File: src/rtl/evt_prep_pkg.sv
package evt_prep_pkg;

  typedef enum logic [1:0] {
    POL_ON    = 2'd0,
    POL_OFF   = 2'd1,
    POL_BOTH  = 2'd2,
    POL_MERGE = 2'd3
  } pol_mode_e;

  typedef struct packed {
    logic      d1_en;
    logic      d0_en;
    logic [1:0] pool;
    logic [1:0] rot;
    logic      mir_y;
    logic      mir_x;
    pol_mode_e pol;
  } ctrl_t;

  localparam int CTRL_W = $bits(ctrl_t);
  localparam int HI_LSB = 8;

  localparam ctrl_t CTRL_RST = '{d1_en: 1'b0, d0_en: 1'b1, pool: 2'd0, rot: 2'd0,
                                 mir_y: 1'b0, mir_x: 1'b0, pol: POL_BOTH};

  function automatic logic pol_pass(input pol_mode_e m, input logic p);
    case (m)
      POL_ON:  return p;
      POL_OFF: return ~p;
      default: return 1'b1;
    endcase
  endfunction

  function automatic logic pol_out(input pol_mode_e m, input logic p);
    return (m == POL_MERGE) ? 1'b0 : p;
  endfunction

  function automatic logic [1:0] pool_shift(input logic [1:0] code);
    return (code == 2'd0) ? 2'd0 : (code == 2'd1) ? 2'd1 : 2'd2;
  endfunction

endpackage

File: src/rtl/evt_prep_cfg.sv
module evt_prep_cfg
  import evt_prep_pkg::*;
#(
  parameter int COORD_W = 7,
  parameter int AW      = 2,
  parameter int DW      = 16
) (
  input  logic               clk,
  input  logic               rst_n,
  input  logic               we,
  input  logic [AW-1:0]      addr,
  input  logic [DW-1:0]      wdata,
  output ctrl_t              ctrl,
  output logic [COORD_W-1:0] x_lo,
  output logic [COORD_W-1:0] x_hi,
  output logic [COORD_W-1:0] y_lo,
  output logic [COORD_W-1:0] y_hi
);
  localparam logic [COORD_W-1:0] MAXC = '1;

  always_ff @(posedge clk) begin
    if (!rst_n) begin
      ctrl <= CTRL_RST;
      x_lo <= '0;
      x_hi <= MAXC;
      y_lo <= '0;
      y_hi <= MAXC;
    end else if (we) begin
      case (addr)
        AW'(0): ctrl <= ctrl_t'(wdata[CTRL_W-1:0]);
        AW'(1): begin
          x_lo <= wdata[COORD_W-1:0];
          x_hi <= wdata[HI_LSB +: COORD_W];
        end
        AW'(2): begin
          y_lo <= wdata[COORD_W-1:0];
          y_hi <= wdata[HI_LSB +: COORD_W];
        end
        default: ;
      endcase
    end
  end
endmodule

File: src/rtl/evt_prep_geom.sv
module evt_prep_geom
  import evt_prep_pkg::*;
#(
  parameter int COORD_W = 7
) (
  input  logic               clk,
  input  logic               rst_n,
  input  logic               advance,
  input  logic               in_fire,
  input  logic [COORD_W-1:0] in_x,
  input  logic [COORD_W-1:0] in_y,
  input  logic               in_p,
  input  ctrl_t              ctrl,
  output logic               s1_vld,
  output logic [COORD_W-1:0] s1_x,
  output logic [COORD_W-1:0] s1_y,
  output logic               s1_p
);
  localparam logic [COORD_W-1:0] MAXC = '1;

  function automatic logic [COORD_W-1:0] flip(input logic [COORD_W-1:0] c);
    return MAXC - c;
  endfunction

  logic               pass;
  logic [COORD_W-1:0] mx, my, rx, ry;

  always_comb begin
    pass = pol_pass(ctrl.pol, in_p);
    mx   = ctrl.mir_x ? flip(in_x) : in_x;
    my   = ctrl.mir_y ? flip(in_y) : in_y;
    case (ctrl.rot)
      2'd1:    begin rx = flip(my); ry = mx;       end
      2'd2:    begin rx = flip(mx); ry = flip(my); end
      2'd3:    begin rx = my;       ry = flip(mx); end
      default: begin rx = mx;       ry = my;       end
    endcase
  end

  always_ff @(posedge clk) begin
    if (!rst_n) begin
      s1_vld <= 1'b0;
      s1_x   <= '0;
      s1_y   <= '0;
      s1_p   <= 1'b0;
    end else if (advance) begin
      s1_vld <= in_fire && pass;
      s1_x   <= rx;
      s1_y   <= ry;
      s1_p   <= pol_out(ctrl.pol, in_p);
    end
  end
endmodule

File: src/rtl/evt_prep_pool_roi.sv
module evt_prep_pool_roi
  import evt_prep_pkg::*;
#(
  parameter int COORD_W = 7
) (
  input  logic [COORD_W-1:0] s1_x,
  input  logic [COORD_W-1:0] s1_y,
  input  logic [1:0]         pool,
  input  logic [COORD_W-1:0] x_lo,
  input  logic [COORD_W-1:0] x_hi,
  input  logic [COORD_W-1:0] y_lo,
  input  logic [COORD_W-1:0] y_hi,
  output logic [COORD_W-1:0] px,
  output logic [COORD_W-1:0] py,
  output logic               roi_hit
);
  logic [1:0] sh;

  always_comb begin
    sh      = pool_shift(pool);
    px      = s1_x >> sh;
    py      = s1_y >> sh;
    roi_hit = (px >= x_lo) && (px <= x_hi) && (py >= y_lo) && (py <= y_hi);
  end
endmodule

File: src/rtl/evt_prep_fanout.sv
module evt_prep_fanout #(
  parameter int COORD_W = 7
) (
  input  logic               clk,
  input  logic               rst_n,
  input  logic               load,
  input  logic               d0_en,
  input  logic               d1_en,
  input  logic [COORD_W-1:0] px,
  input  logic [COORD_W-1:0] py,
  input  logic               pp,
  input  logic               o0_ready,
  input  logic               o1_ready,
  output logic               o0_valid,
  output logic               o1_valid,
  output logic [COORD_W-1:0] out_x,
  output logic [COORD_W-1:0] out_y,
  output logic               out_pol,
  output logic               advance
);
  assign advance = !(o0_valid && !o0_ready) && !(o1_valid && !o1_ready);

  always_ff @(posedge clk) begin
    if (!rst_n) begin
      o0_valid <= 1'b0;
      o1_valid <= 1'b0;
      out_x    <= '0;
      out_y    <= '0;
      out_pol  <= 1'b0;
    end else if (load) begin
      o0_valid <= d0_en;
      o1_valid <= d1_en;
      out_x    <= px;
      out_y    <= py;
      out_pol  <= pp;
    end else begin
      if (o0_ready) o0_valid <= 1'b0;
      if (o1_ready) o1_valid <= 1'b0;
    end
  end
endmodule

File: src/rtl/evt_prep_top.sv
module evt_prep_top
  import evt_prep_pkg::*;
#(
  parameter int COORD_W = 7,
  parameter int CFG_AW  = 2,
  parameter int CFG_DW  = 16
) (
  input  logic               clk,
  input  logic               rst_n,
  input  logic               cfg_we,
  input  logic [CFG_AW-1:0]  cfg_addr,
  input  logic [CFG_DW-1:0]  cfg_wdata,
  input  logic               in_valid,
  output logic               in_ready,
  input  logic [COORD_W-1:0] in_x,
  input  logic [COORD_W-1:0] in_y,
  input  logic               in_pol,
  output logic               o0_valid,
  input  logic               o0_ready,
  output logic               o1_valid,
  input  logic               o1_ready,
  output logic [COORD_W-1:0] out_x,
  output logic [COORD_W-1:0] out_y,
  output logic               out_pol
);
  ctrl_t              ctrl;
  logic [COORD_W-1:0] x_lo, x_hi, y_lo, y_hi;
  logic               advance, in_fire, load_evt;
  logic               s1_vld, s1_p, roi_hit;
  logic [COORD_W-1:0] s1_x, s1_y, px, py;

  assign in_ready = advance;
  assign in_fire  = in_valid && advance;
  assign load_evt = advance && s1_vld && roi_hit;

  evt_prep_cfg #(.COORD_W(COORD_W), .AW(CFG_AW), .DW(CFG_DW)) u_cfg (
    .clk(clk), .rst_n(rst_n), .we(cfg_we), .addr(cfg_addr), .wdata(cfg_wdata),
    .ctrl(ctrl), .x_lo(x_lo), .x_hi(x_hi), .y_lo(y_lo), .y_hi(y_hi)
  );

  evt_prep_geom #(.COORD_W(COORD_W)) u_geom (
    .clk(clk), .rst_n(rst_n), .advance(advance), .in_fire(in_fire),
    .in_x(in_x), .in_y(in_y), .in_p(in_pol), .ctrl(ctrl),
    .s1_vld(s1_vld), .s1_x(s1_x), .s1_y(s1_y), .s1_p(s1_p)
  );

  evt_prep_pool_roi #(.COORD_W(COORD_W)) u_pool (
    .s1_x(s1_x), .s1_y(s1_y), .pool(ctrl.pool),
    .x_lo(x_lo), .x_hi(x_hi), .y_lo(y_lo), .y_hi(y_hi),
    .px(px), .py(py), .roi_hit(roi_hit)
  );

  evt_prep_fanout #(.COORD_W(COORD_W)) u_fan (
    .clk(clk), .rst_n(rst_n), .load(load_evt), .d0_en(ctrl.d0_en), .d1_en(ctrl.d1_en),
    .px(px), .py(py), .pp(s1_p), .o0_ready(o0_ready), .o1_ready(o1_ready),
    .o0_valid(o0_valid), .o1_valid(o1_valid), .out_x(out_x), .out_y(out_y),
    .out_pol(out_pol), .advance(advance)
  );
endmodule

File: config.mk
export PLATFORM = sky130hd
export DESIGN_NAME = evt_prep_top
export DESIGN_NICKNAME = d
export VERILOG_FILES = /design/src/rtl/evt_prep_pkg.sv /design/src/rtl/evt_prep_cfg.sv /design/src/rtl/evt_prep_geom.sv /design/src/rtl/evt_prep_pool_roi.sv /design/src/rtl/evt_prep_fanout.sv /design/src/rtl/evt_prep_top.sv
export SDC_FILE = /design/constraint.sdc
export NUM_CORES = 1
export LEC_CHECK = 0
export ABC_CLOCK_PERIOD_IN_PS = 6600
export BUFFER_PORTS_ARGS = -buffer_cell sky130_fd_sc_hd__buf_2
export CORE_MARGIN = 5
export CORE_UTILIZATION = 62
export DETAILED_ROUTE_END_ITERATION = 16
export PLACE_DENSITY = 0.84
export SYNTH_ARGS = -nofsm -noshare
export SYNTH_HDL_FRONTEND = slang
export SYNTH_SLANG_ARGS = --single-unit
File: constraint.sdc
create_clock -name clk -period 6.6 [get_ports clk]
set_input_delay 0.66 -clock clk [delete_from_list [all_inputs] [get_ports clk]]
set_output_delay 0.66 -clock clk [all_outputs]
set_load 0.05 [all_outputs]
Word-level counts from Yosys, hierarchy flattened. Cells that the tools add are included.

Add/sub/neg operators: 4. Magnitude comparators: 4. Equal/unequal tests: 8. Shifts and indexed selects: 2. Mux-type cells: 12. Bitwise logic cells: 1. Reduce and logical (&&, ||, !) cells: 22.

Operator list (count): 7-bit one-hot mux with 3 select lines (2); 7-bit subtractor, first input constant (4); 7-bit greater-or-equal comparator (2); 7-bit <= comparator (2); 7-bit 2-to-1 mux (2); 7-bit by 2-bit right shift with 7-bit output (2); 1-bit logical AND (10); 2-bit by 1-bit equality test with 1-bit output, second input constant (4); 2-bit equality test, second input constant (4); 2-bit zero test (3); 2-bit AND reduction (3); 1-bit 2-to-1 mux (5); 1-bit zero test (4); 2-bit 2-to-1 mux (2); 2-bit nonzero test (2); 1-bit one-hot mux with 2 select lines (1); 1-bit NOT (1).

Register bits: 71. Input bits: 39. Output and inout bits: 18. Word-level logic and storage cells: 73.

Logic depth before layout (Yosys ltp). Gate-level depths: netlist (run 1).

Depth in word-level cells: 10. Mapped depth: 13. Gate-level depth less buffers: 10.

Cells and area by module. Synthesis (run 1) repeated with hierarchy kept, for this count alone.

Cell total of the unflattened synthesis: 455. Area total of the unflattened synthesis: 4230.3 um^2.

Modules (own cells, without submodules): evt_prep_cfg (instances 1, cells an instance 145, area each 1511.4 um^2, sequential area each 760.7 um^2); evt_prep_geom (instances 1, cells an instance 114, area each 1074.8 um^2, sequential area each 320.3 um^2); evt_prep_pool_roi (instances 1, cells an instance 136, area each 949.7 um^2, sequential area each 0.0 um^2); evt_prep_fanout (instances 1, cells an instance 58, area each 681.9 um^2, sequential area each 340.3 um^2); evt_prep_top (instances 1, cells an instance 2, area each 12.5 um^2, sequential area each 0.0 um^2).

Worst setup path before layout (run 1). Ideal clock, no wire load.

Path kind: reg2reg. From: register, netlist name u_cfg.ctrl[6]. To: register u_fan.out_x[1]. Library setup time: 72 ps. Arrival time: 2580 ps. Required time: 6528 ps. Slack: 3948 ps. Cell stages (with the launch flop): 13. Buffers on the path: 4. Period minus slack after synthesis: 2652 ps. Path through: dfxtp_1 > buf_6 > buf_2 > mux2i_1 > o21ai_0 > ha_1 > a2111oi_0 > a31oi_1 > nor4_1 > o211a_1 > buf_6 > buf_12 > mux2i_1.

Elaborated cells on any way between the ends: 14. Those cells by class: order compare: 4; eq/ne: 1; shift: 2; mux: 2; reduce/logical: 5.

RTL lines: 2-bit by 1-bit equality test with 1-bit output (line evt_prep_pkg.sv:39) `return (code == 2'd0) ? 2'd0 : (code == 2'd1) ? 2'd1 : 2'd2;`; 2-bit 2-to-1 mux (line evt_prep_pkg.sv:39); 2-bit 2-to-1 mux * (line evt_prep_pkg.sv:39); 7-bit by 2-bit right shift with 7-bit output * (line evt_prep_pool_roi.sv:22) `py = s1_y >> sh;`; named net py[4] (line evt_prep_top.sv:30) `logic [COORD_W-1:0] s1_x, s1_y, px, py;`; 7-bit greater-or-equal comparator (line evt_prep_pool_roi.sv:23) `roi_hit = (px >= x_lo) && (px <= x_hi) && (py >= y_lo) && (py <= y_hi);`; 1-bit logical AND (line evt_prep_pool_roi.sv:23); 1-bit logical AND * (line evt_prep_pool_roi.sv:23); 1-bit logical AND * (line evt_prep_top.sv:34) `assign load_evt = advance && s1_vld && roi_hit;`; to (signal assigned) (line evt_prep_fanout.sv:33) `out_x <= px;`; to (decl) (line evt_prep_fanout.sv:16) `output logic [COORD_W-1:0] out_x,`.

Mark *: on every way through the listed nets, which the timed path passes. The rest lies on a longest branch. A chain may end at the register's enable or synchronous reset.

Final worst setup path (run 1).
From: register, netlist name u_cfg.ctrl[6]. To: register u_fan.out_x[5].

Elaborated cells on any way between the ends: 14. Those cells by class: order compare: 4; eq/ne: 1; shift: 2; mux: 2; reduce/logical: 5.

RTL lines (line): 2-bit by 1-bit equality test with 1-bit output (evt_prep_pkg.sv:39); 2-bit 2-to-1 mux (evt_prep_pkg.sv:39); 2-bit 2-to-1 mux * (evt_prep_pkg.sv:39); 7-bit by 2-bit right shift with 7-bit output * (evt_prep_pool_roi.sv:22); named net py[4] (evt_prep_top.sv:30); 7-bit greater-or-equal comparator (evt_prep_pool_roi.sv:23); 1-bit logical AND (evt_prep_pool_roi.sv:23); 1-bit logical AND * (evt_prep_pool_roi.sv:23); 1-bit logical AND * (evt_prep_top.sv:34).

Marked as above.

==> summary.txt, run 1 <==
Worst setup path
  • Worst path cell trace: mux2i_1, o21ai_0, ha_1, a2111oi_0, a31oi_1, nor4_1, o211a_1, mux2i_1
  • Crit Path Max Fanout: 17
  • Largest stage delay on the critical path: 0.85 ns
  • Slowest CP cell: dfxtp_1
  • Worst Path Arrival: 3.90 ns
  • Crit Path Category: flip-flop to flip-flop
  • CP delay by family, top: compound AO/OA/AOI/OAI gates
  • CP Capture Type: flip-flop
  • WP buf/inv: 0
  • Most frequent cell on the critical path: mux2i_1
  • Element type at the critical path start: flip-flop
  • Worst Path Required: 6.87 ns

Timing
  • Max-slew violations: 0
  • Clock skew: ~0.012 ns
  • Peak Freq: 276 MHz
  • Slew Limit Headroom: 25.9%
  • Setup Viol. Count Final: 0
  • TNS Setup: 0 ns
  • Measured slew at the worst slew-check pin: 1.11 ns
  • Final Cycle Share: 54.9%
  • Tmin final: 3.62 ns
  • RSZ-0062 raised after global routing: false
  • Hold Vio Cnt, Final: 0

Placed design
  • Post-Place Cells: 573
  • IO buf count: 55
  • Post-DP HPWL: 6.69 mm
  • Gpl congestion: 0.891

Layout
  • # diodes: 0
  • Final std cells w/o fill: a little under 600
  • Layout cells sized above 1: between 10% and 20%
  • Final net count: 572
  • Area grow syn2layout: 11.5%
  • Fillcell total: 501

Synth
  • Netlist cell types: 43
  • Yosys warnings: 0
  • Post-synth net total: 535
  • Mapped Avg Cell Area: roughly 8.5 µm²
  • Ys flop type: dfxtp_1
  • Post-synth ARST share: 0%
  • Netlist Area Pre-Place: 0.00401 mm²
  • EDFF count, synth: 0
  • Sequential area share after synthesis: 35.5%
  • Flops & latches, synth: 71
  • Post-Syn Instances: 470

CTS
  • TritonCTS buffer count: 9
  • Worst-path clk slew: 0.08 ns
  • Max clock buf depth: 2
  • Clk_lat worst skew: 0.35 ns
  • CTS resizes: 0
  • Clk root buf: clkbuf_8
  • Hold buffer count at cts: 0
  • CTS tree: yes
  • CTS sink count: 71
  • Setup bufs post-CTS: 0
  • CTS H-tree depth: 3

Route
  • WL/cell: 15.6 µm
  • Total iterations of the first detailed-routing run: 5
  • Vias/cell: around 5.7
  • Drt drc: 0
  • Detail Route Antenna Nets: 0
  • DR iter-0 viols: 230
  • WL final: 9.21 mm
  • Vias: 3,353

Die
  • Initial Util: 63.5%
  • Num rows: 29
  • Die W: 90.4 µm
  • Io pins: 57
  • Die Span Y: between 90 and 100 µm
  • Core Footprint: 0.00631 mm²
  • Full die area: 0.00817 mm²

Min path
  • Hold Path Class: flip-flop to flip-flop

Pwr
  • P_leak: 1.89 nW
  • Max VDD drop: roughly 0.14 mV
  • P per Cell Area: 238 mW/mm²

Global routing
  • Congestion Overflow GR: 0
  • Initial antenna violation count: 0
  • Pin count of the biggest net entering global routing: between 80 and 90
  • First-pass GRT wire length: between 15 and 20 mm
  • GRT Total Usage: between 20% and 30%
  • Vias in the first global route: 3,168

Status
  • Outcome: finished, final reports clean

Job
  • Max cap viols: 0
[state kept, by name (all words and copies together) (netlist names)]
| register | flops |
|---|---|
| u_geom.s1_y | 7 |
| u_geom.s1_p | 1 |
| u_fan.out_x | 7 |
| u_cfg.x_lo | 7 |
| u_fan.out_y | 7 |
| u_cfg.y_lo | 7 |
| u_geom.s1_x | 7 |
| u_cfg.x_hi | 7 |
| u_geom.s1_vld | 1 |
| u_cfg.ctrl | 10 |
| u_fan.o0_valid | 1 |
| u_cfg.y_hi | 7 |
| u_fan.o1_valid | 1 |
| u_fan.out_pol | 1 |
[per-layer routing]
layer  GRT usage (%)  wire, µm  up-vias
met5               0         0        -
li1                -         -     1665
met1            29.4      4090     1572
met2            37.1      4420      101
met4            7.69       143        0
met3            5.50       560       15
[power breakdown]
group / total (W) / internal (W) / switching (W)
Clock: 0.000389 / 0.000223 / 0.000166
Sequential: 0.000473 / 0.000451 / 0.0000219
Combinational: 0.000202 / 0.0000864 / 0.000116
[placed cells by master, fill, tap and decap left out, drive strengths merged, types with 4 or more instances in the layout]
master / n
nand2b: 4
inv: 22
nor2: 13
nand3: 8
xnor2: 21
buf: 56
o21a: 4
nor2b: 12
nor3b: 5
dfxtp: 71
clkbuf: 11
ha: 26
mux2i: 44
a21boi: 16
o21ai: 19
nand2: 102
a21oi: 11
o211a: 8
xor2: 8
o211ai: 14
and2: 9
[synth_stat cells (3+ instances only)]
cell | count | share of area, %
a21boi_0 | 16 | 3.0
nand2_1 | 102 | 9.6
o211ai_1 | 14 | 2.6
o21a_1 | 4 | 0.75
nor3b_1 | 5 | 0.94
and2_1 | 9 | 1.4
buf_2 | 3 | 0.37
clkbuf_1 | 20 | 1.9
a21oi_1 | 11 | 1.4
dfxtp_1 | 71 | 35
xor2_1 | 8 | 1.7
nor2b_1 | 12 | 1.9
buf_1 | 4 | 0.37
inv_1 | 22 | 2.1
ha_1 | 26 | 8.1
o22ai_1 | 3 | 0.47
nand2b_1 | 4 | 0.62
o211a_1 | 8 | 2.0
nor3_1 | 3 | 0.37
nor2_1 | 12 | 1.1
xnor2_1 | 21 | 4.6
o21ai_0 | 17 | 2.1
mux2i_1 | 43 | 11
nand3_1 | 8 | 1.0
[cells by family (layout without fill, tap and decap cells)]
logic type / count (synthesis) / after routing / synth area share [%]
flip-flops: 71 / 71 / 35.5
AND/OR/NAND/NOR: 164 / 164 / 18.5
multiplexers: 44 / 44 / 11.3
XOR/XNOR: 29 / 29 / 6.34
buffers and inverters: 53 / 95 / 5.87
adder cells (fa/ha/maj): 26 / 26 / 8.12
AO/OA/AOI/OAI: 83 / 83 / 14.4
[layout make-up]
class | instances | area [µm²] | area share [%]
inverters | 23 | 87.6 | 1.96
repair buffers | 56 | 283 | 6.33
flip-flops and latches | 71 | 1420 | 31.8
well taps | 77 | 96.3 | 2.16
clock inverters | 5 | 81.3 | 1.82
clock buffers | 11 | 141 | 3.17
multi-input cells | 346 | 2360 | 52.7
[worst min-delay path, cell delays in order, from the launching register on]
cell and delay (ns):
dfxtp_1 0.31, nand2_1 0.05, mux2i_1 0.05
[worst paths after layout]
| check | start | endpoint | slack (ns) | cells past startpoint |
|---|---|---|---|---|
| worst min-delay path | u_fan.out_y[4] | u_fan.out_y[4] | 0.45 | 2 |
| worst max-delay path | u_cfg.ctrl[6] | u_fan.out_x[5] | 2.98 | 8 |
| worst min register to register | u_fan.out_y[4] | u_fan.out_y[4] | 0.45 | 2 |
| worst max register to register | u_cfg.ctrl[6] | u_fan.out_x[5] | 2.98 | 8 |
[through the flow]
stage / util [%] / hold slack, ns / cell area (µm²) / total power (W) / setup slack (ns)
after global routing: 70.7 / 0.475 / 4470 / 0.00112 / 2.67
after detailed placement: 67.2 / 0.444 / 4240 / 0.000681 / 3.00
final: 70.7 / 0.455 / 4470 / 0.00106 / 2.98
after CTS: 70.7 / 0.457 / 4470 / 0.00107 / 2.97
after floorplan: - / 0.433 / 4010 / 0.000630 / 3.95
after global placement: 67.2 / 0.439 / 4240 / 0.000671 / 3.12
Note: power is estimated with default switching activity, not from simulation.
==> run 2: changes to the inputs <==
Settings changed: ABC_AREA set to 1, ABC_CLOCK_PERIOD_IN_PS 6600 to 3030, CORE_UTILIZATION 62 to 52, PLACE_DENSITY 0.84 to 0.75.
Clock period 6.6 ns to 3.03 ns, I/O delays scaled along.
==> summary.txt, run 2 <==
Timing
  • Worst hold margin: 0.195 ns (was 0.455 ns)
  • TNS Setup: 0 ns (unchanged)
  • Slew Limit Headroom: 57.4% (was 25.9%)
  • Measured slew at the worst slew-check pin: 0.638 ns (was 1.11 ns)
  • Setup Viol. Count Final: 0 (unchanged)
  • Max-slew violations: 0 (unchanged)
  • RSZ-0062 raised after global routing: false (unchanged)
  • Worst path setup slack after routing: 0.289 ns (was 2.98 ns)
  • Final Cycle Share: 90.5% (was 54.9%)
  • Clock skew: 0.00601 ns (was 0.0122 ns)
  • Tmin final: 2.74 ns (was 3.62 ns)
  • Peak Freq: 365 MHz (was 276 MHz)
  • Hold Vio Cnt, Final: 0 (unchanged)

Placed design
  • Gpl congestion: 0.993 (was 0.891)
  • Pre-CTS setup slack: 0.00188 ns (was 3.00 ns)
  • Post-DP HPWL: 7.50 mm (was 6.69 mm)
  • IO buf count: 55 (unchanged)

Die
  • Io pins: 57 (unchanged)
  • Full die area: 0.00960 mm² (was 0.00817 mm²)
  • Die W: 98.0 µm (was 90.4 µm)
  • Num rows: 32 (was 29)
  • Initial Util: 52.6% (was 63.5%)
  • Die Span Y: 98.0 µm (was 90.4 µm)
  • Core Footprint: 0.00765 mm² (was 0.00631 mm²)

CTS
  • CTS H-tree depth: 3 (unchanged)
  • Clk_lat worst skew: 0.34 ns (was 0.35 ns)
  • CTS tree: yes (unchanged)
  • Max clock buf depth: 2 (unchanged)
  • Hold buffer count at cts: 0 (unchanged)
  • Worst-path clk slew: 0.07 ns (was 0.08 ns)
  • TritonCTS buffer count: 9 (unchanged)
  • Setup bufs post-CTS: 0 (unchanged)
  • Clk root buf: clkbuf_8 (unchanged)
  • CTS sink count: 71 (unchanged)

Route
  • Vias/cell: 5.08 (was 5.69)
  • WL final: 9.65 mm (was 9.21 mm)
  • Total iterations of the first detailed-routing run: 4 (was 5)
  • Vias: 3,640 (was 3,353)
  • WL/cell: 13.5 µm (was 15.6 µm)
  • DR iter-0 viols: 150 (was 230)
  • Drt drc: 0 (unchanged)
  • Detail Route Antenna Nets: 0 (unchanged)

Worst setup path
  • CP Capture Type: flip-flop (unchanged)
  • R2R Setup Slk: 0.29 ns (was 2.98 ns)
  • CP Launch Point: u_cfg.ctrl[6] (unchanged)
  • Crit Path Max Fanout: 14 (was 17)
  • WP buf/inv: 2 (was 0)
  • Largest stage delay on the critical path: 0.38 ns (was 0.85 ns)
  • Most frequent cell on the critical path: nand2_1 (was mux2i_1)
  • Element type at the critical path start: flip-flop (unchanged)
  • Worst Path Required: 3.30 ns (was 6.87 ns)
  • Worst Path Arrival: 3.01 ns (was 3.90 ns)
  • Crit Path Category: flip-flop to flip-flop (unchanged)
  • CP delay by family, top: simple AND/OR/NAND/NOR gates (was compound AO/OA/AOI/OAI gates)
  • Worst path cell trace: nor2_4, clkinvlp_4, o22ai_1, a21oi_4, ha_1, nand2_1, o21ai_0, nand4_1, o2111ai_1, buf_4, nand4_4, nand2_1, nand2_1, nor2_1 (was mux2i_1, o21ai_0, ha_1, a2111oi_0, a31oi_1, nor4_1, o211a_1, mux2i_1)
  • R2R Path Start: u_cfg.ctrl[6] (unchanged)
  • Slowest CP cell: dfxtp_1 (unchanged)

Global routing
  • First-pass GRT wire length: 16.0 mm (was 15.2 mm)
  • Pin count of the biggest net entering global routing: 36 (was 89)
  • GRT Total Usage: 20.4% (was 22.8%)
  • Initial antenna violation count: 0 (unchanged)
  • Vias in the first global route: 3,373 (was 3,168)
  • Congestion Overflow GR: 0 (unchanged)

Synth
  • Netlist cell types: 34 (was 43)
  • Flops & latches, synth: 71 (unchanged)
  • Netlist Area Pre-Place: 0.00402 mm² (was 0.00401 mm²)
  • Ys flop type: dfxtp_1 (unchanged)
  • EDFF count, synth: 0 (unchanged)
  • Count leader, synth: nand2_1 (unchanged)
  • Post-Syn Instances: 556 (was 470)
  • Post-synth ARST share: 0% (unchanged)
  • Synth area leaders: dfxtp_1, nand2_1, ha_1 (was dfxtp_1, mux2i_1, nand2_1)
  • Yosys warnings: 0 (unchanged)
  • Synth top cells by count: nand2_1, inv_1, dfxtp_1 (was nand2_1, dfxtp_1, mux2i_1)
  • Area leader, netlist: dfxtp_1 (unchanged)
  • Synth top area share: 35.3% (was 35.5%)
  • Mapped Avg Cell Area: 7.24 µm² (was 8.53 µm²)
  • Sequential area share after synthesis: 35.3% (was 35.5%)
  • Post-synth net total: 621 (was 535)

Layout
  • Register area: 0.00142 mm² (about the same)
  • Area grow syn2layout: 15.0% (was 11.5%)
  • Commonest non-fill, non-tap cell in the layout: nand2_1 (unchanged)
  • Final net count: 677 (was 572)
  • # diodes: 0 (unchanged)
  • Layout cells sized above 1: 17.6% (was 14.8%)
  • Commonest non-fill, non-tap cells in the layout: nand2_1, inv_1, dfxtp_1, buf_2, nor2_1 (was nand2_1, dfxtp_1, buf_2, mux2i_1, ha_1)
  • Fin util: 60.5% (was 70.7%)
  • Flip-flop count of the largest register after layout: 10 (unchanged)
  • Top reg by flops: u_cfg.ctrl (unchanged)
  • Multi-input gate area: 0.00220 mm² (was 0.00236 mm²)
  • Fillcell total: 734 (was 501)

Job
  • Max cap viols: 0 (unchanged)

Min path
  • Hold wc startpoint: cfg_wdata[12] (was u_fan.out_y[4])
  • Hold Path Class: input pin to flip-flop (was flip-flop to flip-flop)

Pwr
  • P per Cell Area: 544 mW/mm² (was 238 mW/mm²)
  • Tot Pwr: 0.00252 W (was 0.00106 W)
  • Max VDD drop: 0.297 mV (was 0.144 mV)
  • P_leak: 2.31 nW (was 1.89 nW)

Status
  • Outcome: finished, final reports clean (unchanged)
[run 2: cell count changes after synthesis, moves of 16 or more]
cell and change:
inv_1 +60, nor2_1 +41, o21ai_0 +33, mux2i_1 -39, a21oi_1 +38, a21boi_0 -16
[run 2: area by class of cell]
type | instances | share of cell area (%)
multi-input combinational | 375 | 47.6
sequential | 71 | 30.7
timing repair buffer | 70 | 8.38
inverter | 85 | 6.97
clock buffer | 13 | 3.43
tap | 102 | 2.76
clock inverter | 1 | 0.108
[run 2: routing by layer]
metal,wire (µm),global-route usage (%),vias to the layer above
met4,204,7.24,0
met3,447,3.64,16
met2,4510,33.1,79
li1,-,-,1916
met5,0,0,-
met1,4490,27.2,1629
[run 2: power breakdown]
group	internal (W)	leakage [nW]	switching (W)
sequential	0.00102	0.583	0.0000551
clock	0.000332	0.0854	0.000319
combinational	0.000274	1.65	0.000519
total	0.00162	2.31	0.000894
[run 2: worst register-to-register path, stage by stage (launching register included)]
cell and delay, ns:
dfxtp_1 0.38, nor2_4 0.22, clkinvlp_4 0.21, o22ai_1 0.25, a21oi_4 0.10, ha_1 0.31, nand2_1 0.06, o21ai_0 0.20
nand4_1 0.11, o2111ai_1 0.09, buf_4 0.24, nand4_4 0.23, nand2_1 0.12, nand2_1 0.05, nor2_1 0.11
[run 2: kinds of logic (layout without fill, tap and decap cells)]
| logic type | Yosys count | count (layout) | synth area share [%] |
|---|---|---|---|
| xor+xnor | 27 | 27 | 5.88 |
| fa+ha+maj | 26 | 26 | 8.08 |
| compound gates | 126 | 126 | 17.5 |
| buf+inv | 110 | 169 | 10.8 |
| simple gates | 192 | 192 | 21.4 |
| flops | 71 | 71 | 35.3 |
| mux | 4 | 4 | 0.995 |
[run 2: metrics by stage]
| stage | cells | area, µm² |
|---|---|---|
| 3_5_place_dp | 703 | 4420 |
| 3_3_place_gp | 703 | 4420 |
| 4_1_cts | 717 | 4590 |
| 5_1_grt | 717 | 4630 |
| 6_report | 717 | 4630 |
| 2_1_floorplan | 556 | 4020 |
[run 2: final timing paths]
kind | endpoint | cells after the start
hold / removal | u_cfg.y_hi[4] | 3
setup / recovery | u_fan.out_x[3] | 14
setup reg to reg | u_fan.out_x[3] | 14
hold reg to reg | u_cfg.x_lo[6] | 2
[run 2: what timing repair did]
action,CTS,global route
pin swaps,0,0
resized for setup,1,10
hold endpoints to repair,0,0
endpoints found under the setup margin,4,17
